<file path="config.mk">
export PLATFORM = sky130hd
export DESIGN_NAME = zxp_pulse_out
export DESIGN_NICKNAME = d
export VERILOG_FILES = /design/src/rtl/zxp_pkg.sv /design/src/rtl/zxp_rst_sync.sv /design/src/rtl/zxp_level_gate.sv /design/src/rtl/zxp_sign_track.sv /design/src/rtl/zxp_pulse_timer.sv /design/src/rtl/zxp_pulse_out.sv
export SDC_FILE = /design/constraint.sdc
export NUM_CORES = 1
export LEC_CHECK = 0
export BUFFER_PORTS_ARGS = -buffer_cell sky130_fd_sc_hd__buf_2
export CAP_MARGIN = 0
export CELL_PAD_IN_SITES_DETAIL_PLACEMENT = 0
export CELL_PAD_IN_SITES_GLOBAL_PLACEMENT = 1
export CORE_MARGIN = 2
export CORE_UTILIZATION = 33
export CTS_BUF_LIST = sky130_fd_sc_hd__clkbuf_4
export DETAILED_ROUTE_END_ITERATION = 8
export PLACE_DENSITY = 0.92
export SLEW_MARGIN = 30
export SYNTH_ARGS = -nofsm -noshare
export SYNTH_HDL_FRONTEND = slang
export SYNTH_SLANG_ARGS = --single-unit
</file>
<file path="constraint.sdc">
create_clock -name clk -period 2.73 [get_ports clk]
set_clock_uncertainty 0.15 [all_clocks]
set_input_delay 0.4095 -clock clk [delete_from_list [all_inputs] [get_ports clk]]
set_output_delay 0.4095 -clock clk [all_outputs]
set_load 0.005 [all_outputs]
</file>
<file path="src/rtl/zxp_pkg.sv">
`timescale 1ns/1ps
package zxp_pkg;
  localparam int NCH = 2;
  localparam int CH_V = 0;
  localparam int CH_I = 1;

  typedef enum logic [0:0] {
    SEL_VOLT = 1'b0,
    SEL_CURR = 1'b1
  } zxp_sel_e;
endpackage

</file>
<file path="src/rtl/zxp_rst_sync.sv">
`timescale 1ns/1ps
module zxp_rst_sync (
  input  logic clk,
  input  logic rst_n,
  output logic rst_sync_n
);
  logic s0_q, s1_q;

  always_ff @(posedge clk or negedge rst_n) begin
    if (!rst_n) begin
      s0_q <= 1'b0;
      s1_q <= 1'b0;
    end else begin
      s0_q <= 1'b1;
      s1_q <= s0_q;
    end
  end

  assign rst_sync_n = s1_q;
endmodule

</file>
<file path="src/rtl/zxp_level_gate.sv">
`timescale 1ns/1ps
module zxp_level_gate #(
  parameter int W = 24
) (
  input  logic [W-1:0] peak_i,
  input  logic [W-1:0] thresh_i,
  output logic         en_o
);
  logic [W-1:0] mag;

  // Two's-complement magnitude as unsigned; the most negative value maps to 2^(W-1).
  always_comb begin
    if (peak_i[W-1]) mag = ~peak_i + {{(W-1){1'b0}}, 1'b1};
    else             mag = peak_i;
  end

  assign en_o = (mag > thresh_i);
endmodule

</file>
<file path="src/rtl/zxp_sign_track.sv">
`timescale 1ns/1ps
module zxp_sign_track #(
  parameter int W = 24
) (
  input  logic         clk,
  input  logic         rst_n,
  input  logic         vld_i,
  input  logic         en_i,
  input  logic [W-1:0] smp_i,
  output logic         zx_o
);
  logic sign;
  logic armed_q, armed_d;
  logic prev_q, prev_d;
  logic zx_q, zx_d;
  logic prev_ce;

  assign sign    = ($signed(smp_i) < 0);
  assign prev_ce = vld_i & en_i;

  always_comb begin
    armed_d = armed_q;
    prev_d  = prev_q;
    zx_d    = 1'b0;
    if (!en_i) begin
      armed_d = 1'b0;
    end else if (vld_i) begin
      zx_d    = armed_q & (sign != prev_q);
      prev_d  = sign;
      armed_d = 1'b1;
    end
  end

  always_ff @(posedge clk or negedge rst_n) begin
    if (!rst_n) begin
      armed_q <= 1'b0;
      zx_q    <= 1'b0;
    end else begin
      armed_q <= armed_d;
      zx_q    <= zx_d;
    end
  end

  always_ff @(posedge clk or negedge rst_n) begin
    if (!rst_n)       prev_q <= 1'b0;
    else if (prev_ce) prev_q <= prev_d;
  end

  assign zx_o = zx_q;
endmodule

</file>
<file path="src/rtl/zxp_pulse_timer.sv">
`timescale 1ns/1ps
module zxp_pulse_timer #(
  parameter int CYC = 1000,
  localparam int CW = $clog2(CYC + 1)
) (
  input  logic clk,
  input  logic rst_n,
  input  logic trig_i,
  output logic pin_o
);
  logic [CW-1:0] cnt_q, cnt_d;
  logic          busy;
  logic          cnt_ce;

  assign busy   = (cnt_q != '0);
  assign cnt_ce = trig_i | busy;

  always_comb begin
    if (trig_i) cnt_d = CW'(CYC);
    else        cnt_d = cnt_q - {{(CW-1){1'b0}}, 1'b1};
  end

  always_ff @(posedge clk or negedge rst_n) begin
    if (!rst_n)      cnt_q <= '0;
    else if (cnt_ce) cnt_q <= cnt_d;
  end

  assign pin_o = busy;
endmodule

</file>
<file path="src/rtl/zxp_pulse_out.sv">
`timescale 1ns/1ps
module zxp_pulse_out
  import zxp_pkg::*;
#(
  parameter int SAMPLE_W = 24,
  parameter int CLK_HZ   = 4_000_000,
  parameter int PULSE_US = 250
) (
  input  logic                clk,
  input  logic                rst_n,
  input  logic                sample_vld_i,
  input  logic [SAMPLE_W-1:0] v_sample_i,
  input  logic [SAMPLE_W-1:0] i_sample_i,
  input  logic [SAMPLE_W-1:0] v_peak_i,
  input  logic [SAMPLE_W-1:0] i_peak_i,
  input  logic [SAMPLE_W-1:0] v_thresh_i,
  input  logic [SAMPLE_W-1:0] i_thresh_i,
  input  logic                chan_sel_i,
  output logic                pulse_o,
  output logic                v_zx_o,
  output logic                i_zx_o
);
  localparam int PULSE_CYC = (CLK_HZ / 1000) * PULSE_US / 1000;

  logic                rst_s_n;
  logic [SAMPLE_W-1:0] smp_a [NCH];
  logic [SAMPLE_W-1:0] pk_a  [NCH];
  logic [SAMPLE_W-1:0] th_a  [NCH];
  logic [NCH-1:0]      en_w;
  logic [NCH-1:0]      zx_w;
  logic                trig;

  zxp_rst_sync u_rst (
    .clk        (clk),
    .rst_n      (rst_n),
    .rst_sync_n (rst_s_n)
  );

  assign smp_a[CH_V] = v_sample_i;
  assign smp_a[CH_I] = i_sample_i;
  assign pk_a[CH_V]  = v_peak_i;
  assign pk_a[CH_I]  = i_peak_i;
  assign th_a[CH_V]  = v_thresh_i;
  assign th_a[CH_I]  = i_thresh_i;

  for (genvar c = 0; c < NCH; c++) begin : g_ch
    zxp_level_gate #(.W(SAMPLE_W)) u_gate (
      .peak_i   (pk_a[c]),
      .thresh_i (th_a[c]),
      .en_o     (en_w[c])
    );
    zxp_sign_track #(.W(SAMPLE_W)) u_trk (
      .clk   (clk),
      .rst_n (rst_s_n),
      .vld_i (sample_vld_i),
      .en_i  (en_w[c]),
      .smp_i (smp_a[c]),
      .zx_o  (zx_w[c])
    );
  end

  assign trig = (zxp_sel_e'(chan_sel_i) == SEL_CURR) ? zx_w[CH_I] : zx_w[CH_V];

  zxp_pulse_timer #(.CYC(PULSE_CYC)) u_tmr (
    .clk    (clk),
    .rst_n  (rst_s_n),
    .trig_i (trig),
    .pin_o  (pulse_o)
  );

  assign v_zx_o = zx_w[CH_V];
  assign i_zx_o = zx_w[CH_I];
endmodule

</file>
# Yosys cells after proc, flatten, opt, wreduce, memory -nomap -nowiden
# Index checks and enable logic that the tools add are counted.
[op_classes]
add_sub_neg = 3
order_cmp = 4
eq_ne = 4
n_mux = 11
bitwise_logic = 7
reduce_logical = 3
[ops]
columns = ["cell", "count"]
rows = [
  ["$add 24x1->24 const B", 2],
  ["$gt 24x24->1", 2],
  ["$lt 24x1->1 const B", 2],
  ["$mux 24", 2],
  ["$not 24->24", 2],
  ["$mux 10", 1],
  ["$reduce_bool 10->1", 1],
  ["$sub 10x1->10 const B", 1],
  ["$mux 1", 8],
  ["$reduce_and 3->1", 2],
  ["$and 1x1->1", 4],
  ["$ne 2x2->1 const B", 2],
  ["$ne 1x1->1", 2],
  ["$or 1x1->1", 1],
]
[word_totals]
ff_bits = 18
in_bits = 148
out_inout_bits = 3
word_cells = 41

# Longest topological paths before layout
# Gate-level depths: netlist of run 1.
[depth]
ltp_word = 6
depth_mapped = 15
depth_no_buf = 15

# Cells and area by module
# A second synthesis of run 1 with hierarchy kept.
[hier_totals]
cells_unflattened = 369
hier_area_um2 = 3035.4
[by_module_without_submodules]
columns = ["module", "n_inst", "cells_each", "area_each_um2", "seq_area_each_um2"]
rows = [
  ["zxp_level_gate (g_ch[0].u_gate)", 1, 149, 1102.3, 0.0],
  ["zxp_level_gate (g_ch[1].u_gate)", 1, 145, 1071.0, 0.0],
  ["zxp_pulse_timer", 1, 55, 543.0, 250.2],
  ["zxp_sign_track", 2, 8, 125.1, 75.1],
  ["zxp_rst_sync", 1, 3, 53.8, 50.0],
  ["zxp_pulse_out", 1, 1, 15.0, 0.0],
]

# Worst setup path after synthesis of run 1
# No wires, ideal clock.
[synth_path]
path_kind = "input port to flip-flop"
startpoint = "in v_peak_i[9]"
endpoint = "reg g_ch[0].u_trk.prev_q"
setup_ps = 125
arrival_ps = 3784
t_required_ps = 2455
slack_ps = -1329
stages = 12
path_buffers = 0
path_cell_list = "or4_4 -> or4_4 -> or4_4 -> o41ai_2 -> xnor2_1 -> ha_1 -> a21o_1 -> a21o_1 -> a221oi_1 -> o211ai_1 -> o21ai_0 -> mux2_2"
[synth_between]
elab_chain_len = 6
[synth_lines]
columns = ["item", "line_no", "rtl"]
rows = [
  ["start: declaration", "zxp_pulse_out.sv:14", "input logic [SAMPLE_W-1:0] v_peak_i,"],
  ["$not 24->24", "zxp_level_gate.sv:13", "if (peak_i[W-1]) mag = ~peak_i + {{(W-1){1'b0}}, 1'b1};"],
  ["$add 24x1->24", "zxp_level_gate.sv:13", ""],
  ["$mux 24 (*)", "zxp_level_gate.sv:13", ""],
  ["$gt 24x24->1 (*)", "zxp_level_gate.sv:17", "assign en_o = (mag > thresh_i);"],
  ["$and 1x1->1", "zxp_sign_track.sv:19", "assign prev_ce = vld_i & en_i;"],
  ["$reduce_and 3->1 (no line) (*)", "n/a", ""],
  ["end signal: assignment", "zxp_sign_track.sv:46", "else if (prev_ce) prev_q <= prev_d;"],
  ["end: declaration", "zxp_sign_track.sv:14", "logic prev_q, prev_d;"],
]
# Mark *: on every way between the ends. The rest lies on a longest branch, timed or not.
# A chain may end at the register's enable or synchronous reset.

# Worst setup path after layout of run 1
# Same ends and word-level chain as after synthesis.

==> results of run 1 <==
[area by class of cell]
class,count,share of cell area [%]
tap,108,3.09
clock buffer,3,0.515
sequential,18,10.3
timing repair buffer,182,25.9
inverter,55,4.72
multi-input combinational,295,55.4
clock inverter,1,0.0858
[flip-flops by register name, indices dropped and copies added, names as in the netlist]
| register | cells |
|---|---|
| u_tmr.cnt_q | 10 |
| u_rst.rst_sync_n | 1 |
| g_ch.u_trk.prev_q | 2 |
| g_ch.u_trk.armed_q | 2 |
| g_ch.u_trk.zx_o | 2 |
| u_rst.s0_q | 1 |
[power by group through the flow]
stage | Sequential (mW) | Clock [mW] | Combinational [mW]
6_report | 0.416 | 0.131 | 0.754
3_5_place_dp | 0.418 | 0 | 0.717
4_1_cts | 0.414 | 0.136 | 0.747
3_3_place_gp | 0.412 | 0 | 0.685
5_1_grt | 0.429 | 0.150 | 0.855
2_1_floorplan | 0.400 | 0 | 0.444
[synth_stat cells (all sizes together) (3+ instances only)]
| library cell | count |
|---|---|
| nor2 | 15 |
| nand2 | 35 |
| o21ai | 25 |
| or4 | 9 |
| o211ai | 3 |
| or3 | 9 |
| clkbuf | 5 |
| nand3b | 3 |
| inv | 55 |
| o41ai | 6 |
| xnor2 | 44 |
| o31ai | 11 |
| a21oi | 21 |
| o21a | 3 |
| nor3 | 6 |
| xor2 | 5 |
| nand4 | 11 |
| ha | 51 |
| nor4 | 4 |
| mux2 | 3 |
| dfrtp | 18 |
| nand2b | 6 |
| nor4b | 3 |
[worst max-delay path by stage]
stage,slack (ns),to,from,cells past startpoint
finish,-1.17,g_ch[0].u_trk.prev_q,v_peak_i[9],13
global route,-1.27,g_ch[0].u_trk.prev_q,v_peak_i[9],13
CTS,-1.19,g_ch[0].u_trk.prev_q,v_peak_i[9],13
detailed placement,-1.56,g_ch[0].u_trk.prev_q,v_peak_i[9],13
global placement,-1.45,g_ch[0].u_trk.prev_q,v_peak_i[9],13
floorplan,-1.25,g_ch[0].u_trk.prev_q,v_peak_i[9],12
[through the flow]
stage	TNS [ns]	cells	hold slack [ns]	setup WS [ns]
3_3_place_gp	-7.21	654	0.0475	-1.45
3_5_place_dp	-7.67	654	0.0516	-1.56
6_report	-5.63	662	0.116	-1.17
5_1_grt	-6.37	662	0.175	-1.27
4_1_cts	-5.42	663	0.134	-1.19
2_1_floorplan	-5.21	373	-0.0361	-1.25
[routing by layer]
layer	track usage, %	vias to the layer above	part of all wire (%)
li1	-	1680	-
met1	20.2	1471	45
met2	29.6	68	50
met3	1.50	10	3.3
met4	3.74	2	1.3
met5	0	-	0.21
[critical path: cells and delay by family]
family	cells	cell delay (ns)
AND/OR/NAND/NOR	3	1.50
buffers and inverters	1	0.09
AO/OA/AOI/OAI	6	1.17
XOR/XNOR	1	0.17
multiplexers	1	0.31
adder cells (fa/ha/maj)	1	0.28
[what timing repair did]
action	4_1_cts	5_1_grt
pin swaps	12	7
setup buffers	6	1
hold buffers	1	0
endpoints found under the hold margin	2	0
gates resized for setup	17	10
setup endpoints to repair	7	7
[logic make-up after synthesis]
group,after synthesis
AO/OA/AOI/OAI,79
AND/OR/NAND/NOR,110
XOR/XNOR,49
multiplexers,5
buffers and inverters,60
other,1
flip-flops,18
adder cells (fa/ha/maj),51
==> impl_metrics.py, run 1 <==
metrics = {
    "clock_network": {
        "clock-sinks": 18,
        "cts_buffers": 3,
        "clock_latency_ns": 0.28,
        "htreeDepth": 1,
        "root_buffer": "clkbuf_4",
        "tritoncts": "built",
        "cts_buffer_depth": 2,
        "clkTransAtPathRegs_ns": 0.10,
    },
    "pwr": {
        "ir_worst_vdd_v": 0.000163,
        "switching_share_pct": 38.6,
        "p_seq_share_pct": 32.0,
        "p_comb_share_pct": 58.0,
        "finalPower_mw": 1.30,
        "internal_power_uw": 798,
        "power_frac_clock_pct": 10.1,
        "p_leak_nw": 2.23,
        "power_density_nw_per_um2": 297,
        "power_switching_uw": 502,
    },
    "sta": {
        "relSlewSlack_pct": 57.1,
        "finalHoldViolCount": 0,
        "rsz0062_at_grt": "true",
        "fin_crit_sh_pct": 143,
        "report.final.slew_viol_count": 0,
        "fin_crit_ns": 3.90,
        "finalWorstSetupSlack_ns": -1.17,
        "tightest_slew_ns": 0.643,
        "fmax_mhz": 256,
        "setup_viol": 6,
    },
    "finish": {
        "multi_input_area_um2": 2420,
        "final_common_cell": "buf_2",
        "final_area_um2": 4370,
        "drive_gt1_share_pct": 41.0,
        "fillers": 852,
        "antenna_cells": 0,
        "final_cell_mix": "buf_2 (101), buf_4 (76), inv_1 (55)",
        "final_core_util_pct": 50.7,
        "syn_to_final_growth_pct": 50.0,
        "fin_nets": 754,
        "seqCellArea_um2": 450,
    },
    "setup_path": {
        "regToRegStartpoint": "u_tmr.cnt_q[0]",
        "crit_path_start_kind": "primary input",
        "cp_common_cell": "or4_4",
        "timing.rr.end": "u_tmr.cnt_q[6]",
        "critical_path.max_fanout": 3,
        "cpPeakStageDelay_ns": 0.53,
        "worstPathRequired_ns": 2.76,
        "slowest_stage": "or4_4",
        "crit_chain": "buf_6 > or4_4 > or4_4 > or4_4 > o41ai_4 > xnor2_1 > ha_1 > a21o_1 > a21o_1 > a221oi_2 > o211ai_1 > o21ai_2 > mux2_4",
        "arrival_ns": 3.94,
        "crit_type": "primary input to register",
        "reg2regPathDepth": 8,
        "end_kind": "register",
        "reg2reg_slack_ns": 0.35,
    },
    "floorplanning": {
        "ioPinCount": 151,
        "core_um2": 8640,
        "start_util_pct": 33.8,
        "die_x_um": 98.0,
        "rows": 34,
        "die-height_um": 98.0,
        "fp.dieArea_um2": 9600,
    },
    "logic_synthesis": {
        "async_flop_share_pct": 100,
        "synth_area_um2": 2920,
        "ys_warn_count": 0,
        "synth.top_cells.by_area": "ha_1 (22%), dfrtp_1 (15%), xnor2_1 (13%)",
        "avgSynthCellArea_um2": 7.82,
        "synth_fa_ha_area_share_pct": 21.9,
        "synthMuxAreaShare_pct": 1.85,
        "synth_edf_count": 0,
        "synth-xor-area-share_pct": 14.7,
        "synth_top_area_share_pct": 21.9,
        "synth.ff_latch_count": 18,
        "synth_cell_types": 44,
        "synth_compound_area_share_pct": 17.5,
        "synthSimpleGateAreaFrac_pct": 20.7,
        "synth_top_family_by_area": "adder cells",
        "synth_nets": 572,
        "netlist_instances": 373,
        "ys.flop_type": "dfrtp_1",
        "synth_top_area_cell": "ha_1",
        "ys_seq_area_share_pct": 15.5,
    },
    "drt": {
        "wl_per_cell_um": 11.7,
        "drc": 0,
        "avgViaCountPerCell": 4.88,
        "vias": 3231,
        "first_pass_iters": 4,
        "antenna_left": 0,
        "drtIter0Drc": 55,
        "wl_mm": 7.75,
    },
    "place": {
        "io_buffers": 104,
        "gp_congestion": 0.880,
        "placed_area_um2": 4190,
        "place_hpwl_mm": 6.77,
    },
    "global_routing": {
        "grt_max_degree": 17,
        "grt_pass1_wl_mm": 13.4,
        "overflow": 0,
        "antenna_found_initial": 1,
        "grt_pass1_vias": 3236,
        "track_usage_pct": 16.1,
    },
    "run": {
        "drv_cap": 0,
    },
    "outcome": {
        "violations": "setup timing",
        "status": "finished, violations left",
    },
    "hold_path": {
        "holdCritPathClass": "register to asynchronous set/reset pin",
    },
}
(Power assumes the default switching activity.)
==> run 2, diff against run 1 <==
GPL_TIMING_DRIVEN = 0   (was unset)
==> run 2 against run 1 <==
Effect of this change:
- the flow still finishes with violations (setup timing)
- critical path type unchanged
- cell count down 9.4%
- worst setup slack worse by 0.0046 ns
- global-route usage shrank 0.49 points
- critical path depth unchanged
- worst hold slack lost 0.0036 ns
- cell area down 9.9%
==> impl_metrics.py, run 2 (synthesis results as in run 1) <==
metrics = {
    "finish": {
        "drive_gt1_share_pct": 33.1,
        "largest_register_ffs": 10,
        "antenna_cells": 0,
        "fillers": 871,
        "final_cell_mix": "buf_2 (99), inv_1 (55), ha_1 (50)",
        "final_core_util_pct": 45.6,
        "regMostFlops": "u_tmr.cnt_q",
        "fin_nets": 692,
        "final_common_cell": "buf_2",
        "final_area_um2": 3940,
        "syn_to_final_growth_pct": 35.2,
    },
    "run": {
        "drv_cap": 0,
    },
    "drt": {
        "wl_mm": 7.61,
        "vias": 3012,
        "drtIter0Drc": 55,
        "first_pass_iters": 4,
        "avgViaCountPerCell": 5.02,
        "wl_per_cell_um": 12.7,
        "drc": 0,
        "antenna_left": 0,
    },
    "outcome": {
        "violations": "setup timing",
        "status": "finished, violations left",
    },
    "global_routing": {
        "overflow": 0,
        "grt_max_degree": 17,
        "track_usage_pct": 15.6,
        "use_met3_pct": 2.36,
        "grt_pass1_vias": 3117,
        "use_met1_pct": 18.1,
        "grt.busiest_layer": "met2",
        "grt_pass1_wl_mm": 12.9,
        "grtUsageMet2_pct": 29.4,
        "antenna_found_initial": 0,
    },
    "clock_network": {
        "tritoncts": "built",
        "cts_buffers": 3,
        "cts_buffer_depth": 2,
        "clock_latency_ns": 0.29,
        "htreeDepth": 1,
        "clock-sinks": 18,
        "root_buffer": "clkbuf_4",
        "clkTransAtPathRegs_ns": 0.10,
    },
    "sta": {
        "finalWorstSetupSlack_ns": -1.18,
        "finalHoldViolCount": 0,
        "fin_hold_ws_ns": 0.113,
        "tightest_slew_ns": 0.882,
        "rsz0062_at_grt": "true",
        "fmax_mhz": 256,
        "fin_crit_sh_pct": 143,
        "relSlewSlack_pct": 40.7,
        "fin_crit_ns": 3.91,
        "setup_viol": 6,
        "report.final.slew_viol_count": 0,
    },
    "hold_path": {
        "holdCritPathClass": "register to asynchronous set/reset pin",
    },
    "setup_path": {
        "arrival_ns": 3.94,
        "critical_path.max_fanout": 3,
        "crit_type": "primary input to register",
        "worstPathRequired_ns": 2.76,
        "crit_path_start_kind": "primary input",
        "end_kind": "register",
    },
    "place": {
        "placed_area_um2": 3650,
        "place_hpwl_mm": 6.41,
        "gp_congestion": 0.860,
        "io_buffers": 104,
        "pre_cts_ws_ns": -1.65,
    },
    "floorplanning": {
        "rows": 34,
        "die-height_um": 98.0,
        "ioPinCount": 151,
        "fp.dieArea_um2": 9600,
        "die_x_um": 98.0,
        "start_util_pct": 33.8,
        "core_um2": 8640,
    },
    "pwr": {
        "ir_worst_vdd_v": 0.000179,
        "power_density_nw_per_um2": 312,
        "p_leak_nw": 1.95,
    },
}
run 2: changes by cell type in the layout (fill, tap and decap cells not counted), moves of 2 or more:
cell and delta:
o21ai_2 +2, nor2_4 -2, o41ai_4 +2, clkbuf_1 +4, nor2_1 +2, buf_4 -65
buf_2 -2, o41ai_2 -2
run 2: worst paths after layout:
check | from | end | slack, ns | cells after the start
worst min-delay path | u_rst.rst_sync_n | u_tmr.cnt_q[4] | 0.11 | 0
min in group clk | u_rst.s0_q | u_rst.rst_sync_n | 0.21 | 0
worst max register to register | u_tmr.cnt_q[0] | u_tmr.cnt_q[6] | 0.40 | 8
max in group asynchronous | u_rst.rst_sync_n | g_ch[1].u_trk.prev_q | 1.91 | 0
worst max-delay path | v_peak_i[9] | g_ch[0].u_trk.prev_q | -1.18 | 13
worst min register to register | u_rst.rst_sync_n | u_tmr.cnt_q[4] | 0.11 | 0
run 2: per-layer routing:
metal	vias up	share of wire, %
met5	-	0
met4	0	1.1
met3	8	5.2
met2	72	52
met1	1375	42
li1	1557	-
run 2: metrics by stage:
step,instances,setup TNS [ns],power (mW)
after floorplan,373,-5.21,0.845
after global placement,585,-7.43,1.02
after detailed placement,585,-7.85,1.06
after CTS,597,-5.29,1.23
after global routing,600,-6.02,1.36
final,600,-5.24,1.23
run 2: final cells by class:
cell class	count	area [µm²]	area share (%)
Buffer	4	15.0	0.381
Tap cell	108	135	3.43
Multi-Input combinational cell	295	2460	62.4
Clock buffer	3	22.5	0.572
Timing Repair Buffer	116	648	16.4
Clock inverter	1	3.75	0.0953
Inverter	55	206	5.24
Sequential cell	18	450	11.4
run 2: worst max-delay path: stages:
cell and delay [ns]:
buf_6 0.09, or4_4 0.53, or4_4 0.44, or4_4 0.53
o41ai_4 0.24, xnor2_1 0.16, ha_1 0.27, a21o_1 0.17
a21o_1 0.18, a221oi_2 0.26, o211ai_1 0.16, o21ai_2 0.19
mux2_4 0.31
run 2: report_power, final:
group	total (mW)	switching [mW]	internal, mW	leakage, nW
Sequential	0.412	0.0705	0.342	0.216
Combinational	0.684	0.338	0.346	1.71
Clock	0.133	0.0798	0.0531	0.0154
Total	1.23	0.488	0.741	1.95
run 2: what timing repair did:
| item | CTS | global route |
|---|---|---|
| endpoints found under the hold margin | 2 | 0 |
| pin swaps | 11 | 14 |
| setup endpoints to repair | 7 | 7 |
| hold buffers | 1 | 0 |
| resized for setup | 21 | 12 |
| setup buffers | 8 | 4 |
==> run 3, diff against run 2 <==
==> constraint.sdc (replaced) <==
create_clock -name clk -period 2.73 [get_ports clk]
set_clock_uncertainty 0.15 [all_clocks]
set_input_delay 0.546 -clock clk [delete_from_list [all_inputs] [get_ports clk]]
set_output_delay 0.546 -clock clk [all_outputs]
set_load 0.005 [all_outputs]
==> run 3 against run 2 <==
Effect of this change:
- global-route usage is essentially flat
- the flow still finishes with violations (setup timing)
- sequential share of layout area is 0.19 points lower
- maximum frequency decreased by 3.4%
- routed wire length is 1.5% higher
==> impl_metrics.py, run 3 (synthesis results as in run 1) <==
metrics = {
    "setup_path": {
        "arrival_ns": 4.08,
        "reg2reg_slack_ns": 0.35,
        "reg2regPathDepth": 9,
        "cpPeakStageDelay_ns": 0.53,
        "crit_type": "primary input to register",
        "cp_common_cell": "or4_4",
        "regToRegStartpoint": "u_tmr.cnt_q[1]",
        "slowest_stage": "or4_4",
        "crit_path_start_kind": "primary input",
        "worstPathRequired_ns": 2.76,
        "critical_path.max_fanout": 3,
        "end_kind": "register",
        "crit_buf_inv": 1,
        "timing.rr.end": "u_tmr.cnt_q[6]",
        "crit_family": "simple AND/OR/NAND/NOR gates",
        "crit_chain": "buf_6 > or4_4 > or4_4 > or4_4 > o41ai_4 > xnor2_1 > ha_1 > a21o_1 > a21o_1 > a221oi_2 > o211ai_1 > o21ai_2 > mux2_4",
    },
    "drt": {
        "drc": 0,
        "wl_mm": 7.72,
        "antenna_left": 0,
        "avgViaCountPerCell": 5.04,
        "drtIter0Drc": 57,
        "wl_per_cell_um": 12.7,
        "vias": 3057,
        "first_pass_iters": 4,
    },
    "clock_network": {
        "cts_buffer_depth": 2,
        "clkTransAtPathRegs_ns": 0.10,
        "tritoncts": "built",
        "clock_latency_ns": 0.29,
        "clock-sinks": 18,
        "htreeDepth": 1,
        "cts_buffers": 3,
        "root_buffer": "clkbuf_4",
    },
    "global_routing": {
        "overflow": 0,
        "antenna_found_initial": 0,
        "grt_max_degree": 17,
        "grt_pass1_vias": 3128,
        "grt_pass1_wl_mm": 12.9,
        "track_usage_pct": 15.7,
    },
    "place": {
        "gp_congestion": 0.860,
        "dpl.cell_count": 585,
        "place_hpwl_mm": 6.41,
        "io_buffers": 104,
        "pre_cts_ws_ns": -1.79,
        "placed_area_um2": 3650,
    },
    "floorplanning": {
        "ioPinCount": 151,
        "die_x_um": 98.0,
        "rows": 34,
        "start_util_pct": 33.8,
        "core_um2": 8640,
        "fp.dieArea_um2": 9600,
        "die-height_um": 98.0,
    },
    "sta": {
        "finalHoldViolCount": 0,
        "tightest_slew_ns": 0.882,
        "finalWorstSetupSlack_ns": -1.31,
        "setup_viol": 6,
        "fin_tns_setup_ns": -6.06,
        "rsz0062_at_grt": "true",
        "fin_crit_sh_pct": 148,
        "fin_hold_ws_ns": 0.112,
        "fmax_mhz": 247,
        "fin_crit_ns": 4.04,
        "relSlewSlack_pct": 40.7,
        "report.final.slew_viol_count": 0,
    },
    "pwr": {
        "p_leak_nw": 1.98,
        "ir_worst_vdd_v": 0.000181,
        "power_density_nw_per_um2": 323,
        "finalPower_mw": 1.29,
    },
    "finish": {
        "largest_register_ffs": 10,
        "final_cell_mix": "buf_2 (98), inv_1 (53), ha_1 (50)",
        "final_common_cell": "buf_2",
        "instances_no_fill": 606,
        "final_area_um2": 4010,
        "final_core_util_pct": 46.4,
        "antenna_cells": 0,
        "drive_gt1_share_pct": 34.5,
        "fin_nets": 698,
        "syn_to_final_growth_pct": 37.5,
        "regMostFlops": "u_tmr.cnt_q",
    },
    "outcome": {
        "status": "finished, violations left",
        "violations": "setup timing",
    },
    "run": {
        "drv_cap": 0,
    },
    "hold_path": {
        "holdCritPathClass": "register to asynchronous set/reset pin",
    },
}
run 3: changes by cell type in the layout (fill, tap and decap cells not counted):
cell,previous run,this run
or4_1,3,2
buf_4,11,17
or4_4,5,6
or3b_4,0,1
or3b_2,1,0
inv_2,0,2
buf_6,4,5
ha_2,1,0
buf_2,99,98
ha_4,0,1
inv_1,55,53
run 3: worst max path at each step:
| stage | slack (ns) | endpoint | cells past startpoint | from |
|---|---|---|---|---|
| floorplan | -1.39 | g_ch[0].u_trk.prev_q | 12 | v_peak_i[9] |
| global placement | -1.71 | g_ch[0].u_trk.prev_q | 13 | v_peak_i[9] |
| detailed placement | -1.79 | g_ch[0].u_trk.prev_q | 13 | v_peak_i[9] |
| CTS | -1.34 | g_ch[0].u_trk.prev_q | 13 | v_peak_i[9] |
| global route | -1.44 | g_ch[0].u_trk.prev_q | 13 | v_peak_i[9] |
| finish | -1.31 | g_ch[0].u_trk.prev_q | 13 | v_peak_i[9] |
run 3: routing by layer:
layer / wire length (µm) / global-route usage, % / vias to the layer above
li1: - / - / 1568
met1: 3240 / 18.1 / 1409
met2: 4000 / 29.5 / 72
met3: 390 / 2.36 / 8
met4: 87 / 4.59 / 0
met5: 0 / 0 / -
run 3: cell type report:
cell class | count | area [µm²]
Sequential cell | 18 | 450
Buffer | 4 | 15.0
Timing Repair Buffer | 122 | 699
Clock buffer | 3 | 22.5
Multi-Input combinational cell | 295 | 2470
Clock inverter | 1 | 3.75
Tap cell | 108 | 135
Inverter | 55 | 206
Fill cell | 871 | 4630
run 3: report_power, final:
group | leakage, nW | switching [mW] | internal, mW
Clock | 0.0154 | 0.0793 | 0.0531
Sequential | 0.216 | 0.0744 | 0.342
Combinational | 1.75 | 0.357 | 0.389
run 3: repair_timing:
item | CTS | global route
pin swaps | 11 | 16
endpoints found under the setup margin | 7 | 7
hold endpoints to repair | 2 | 0
hold buffers | 1 | 0
resized for setup | 22 | 17
buffers inserted | 10 | 8
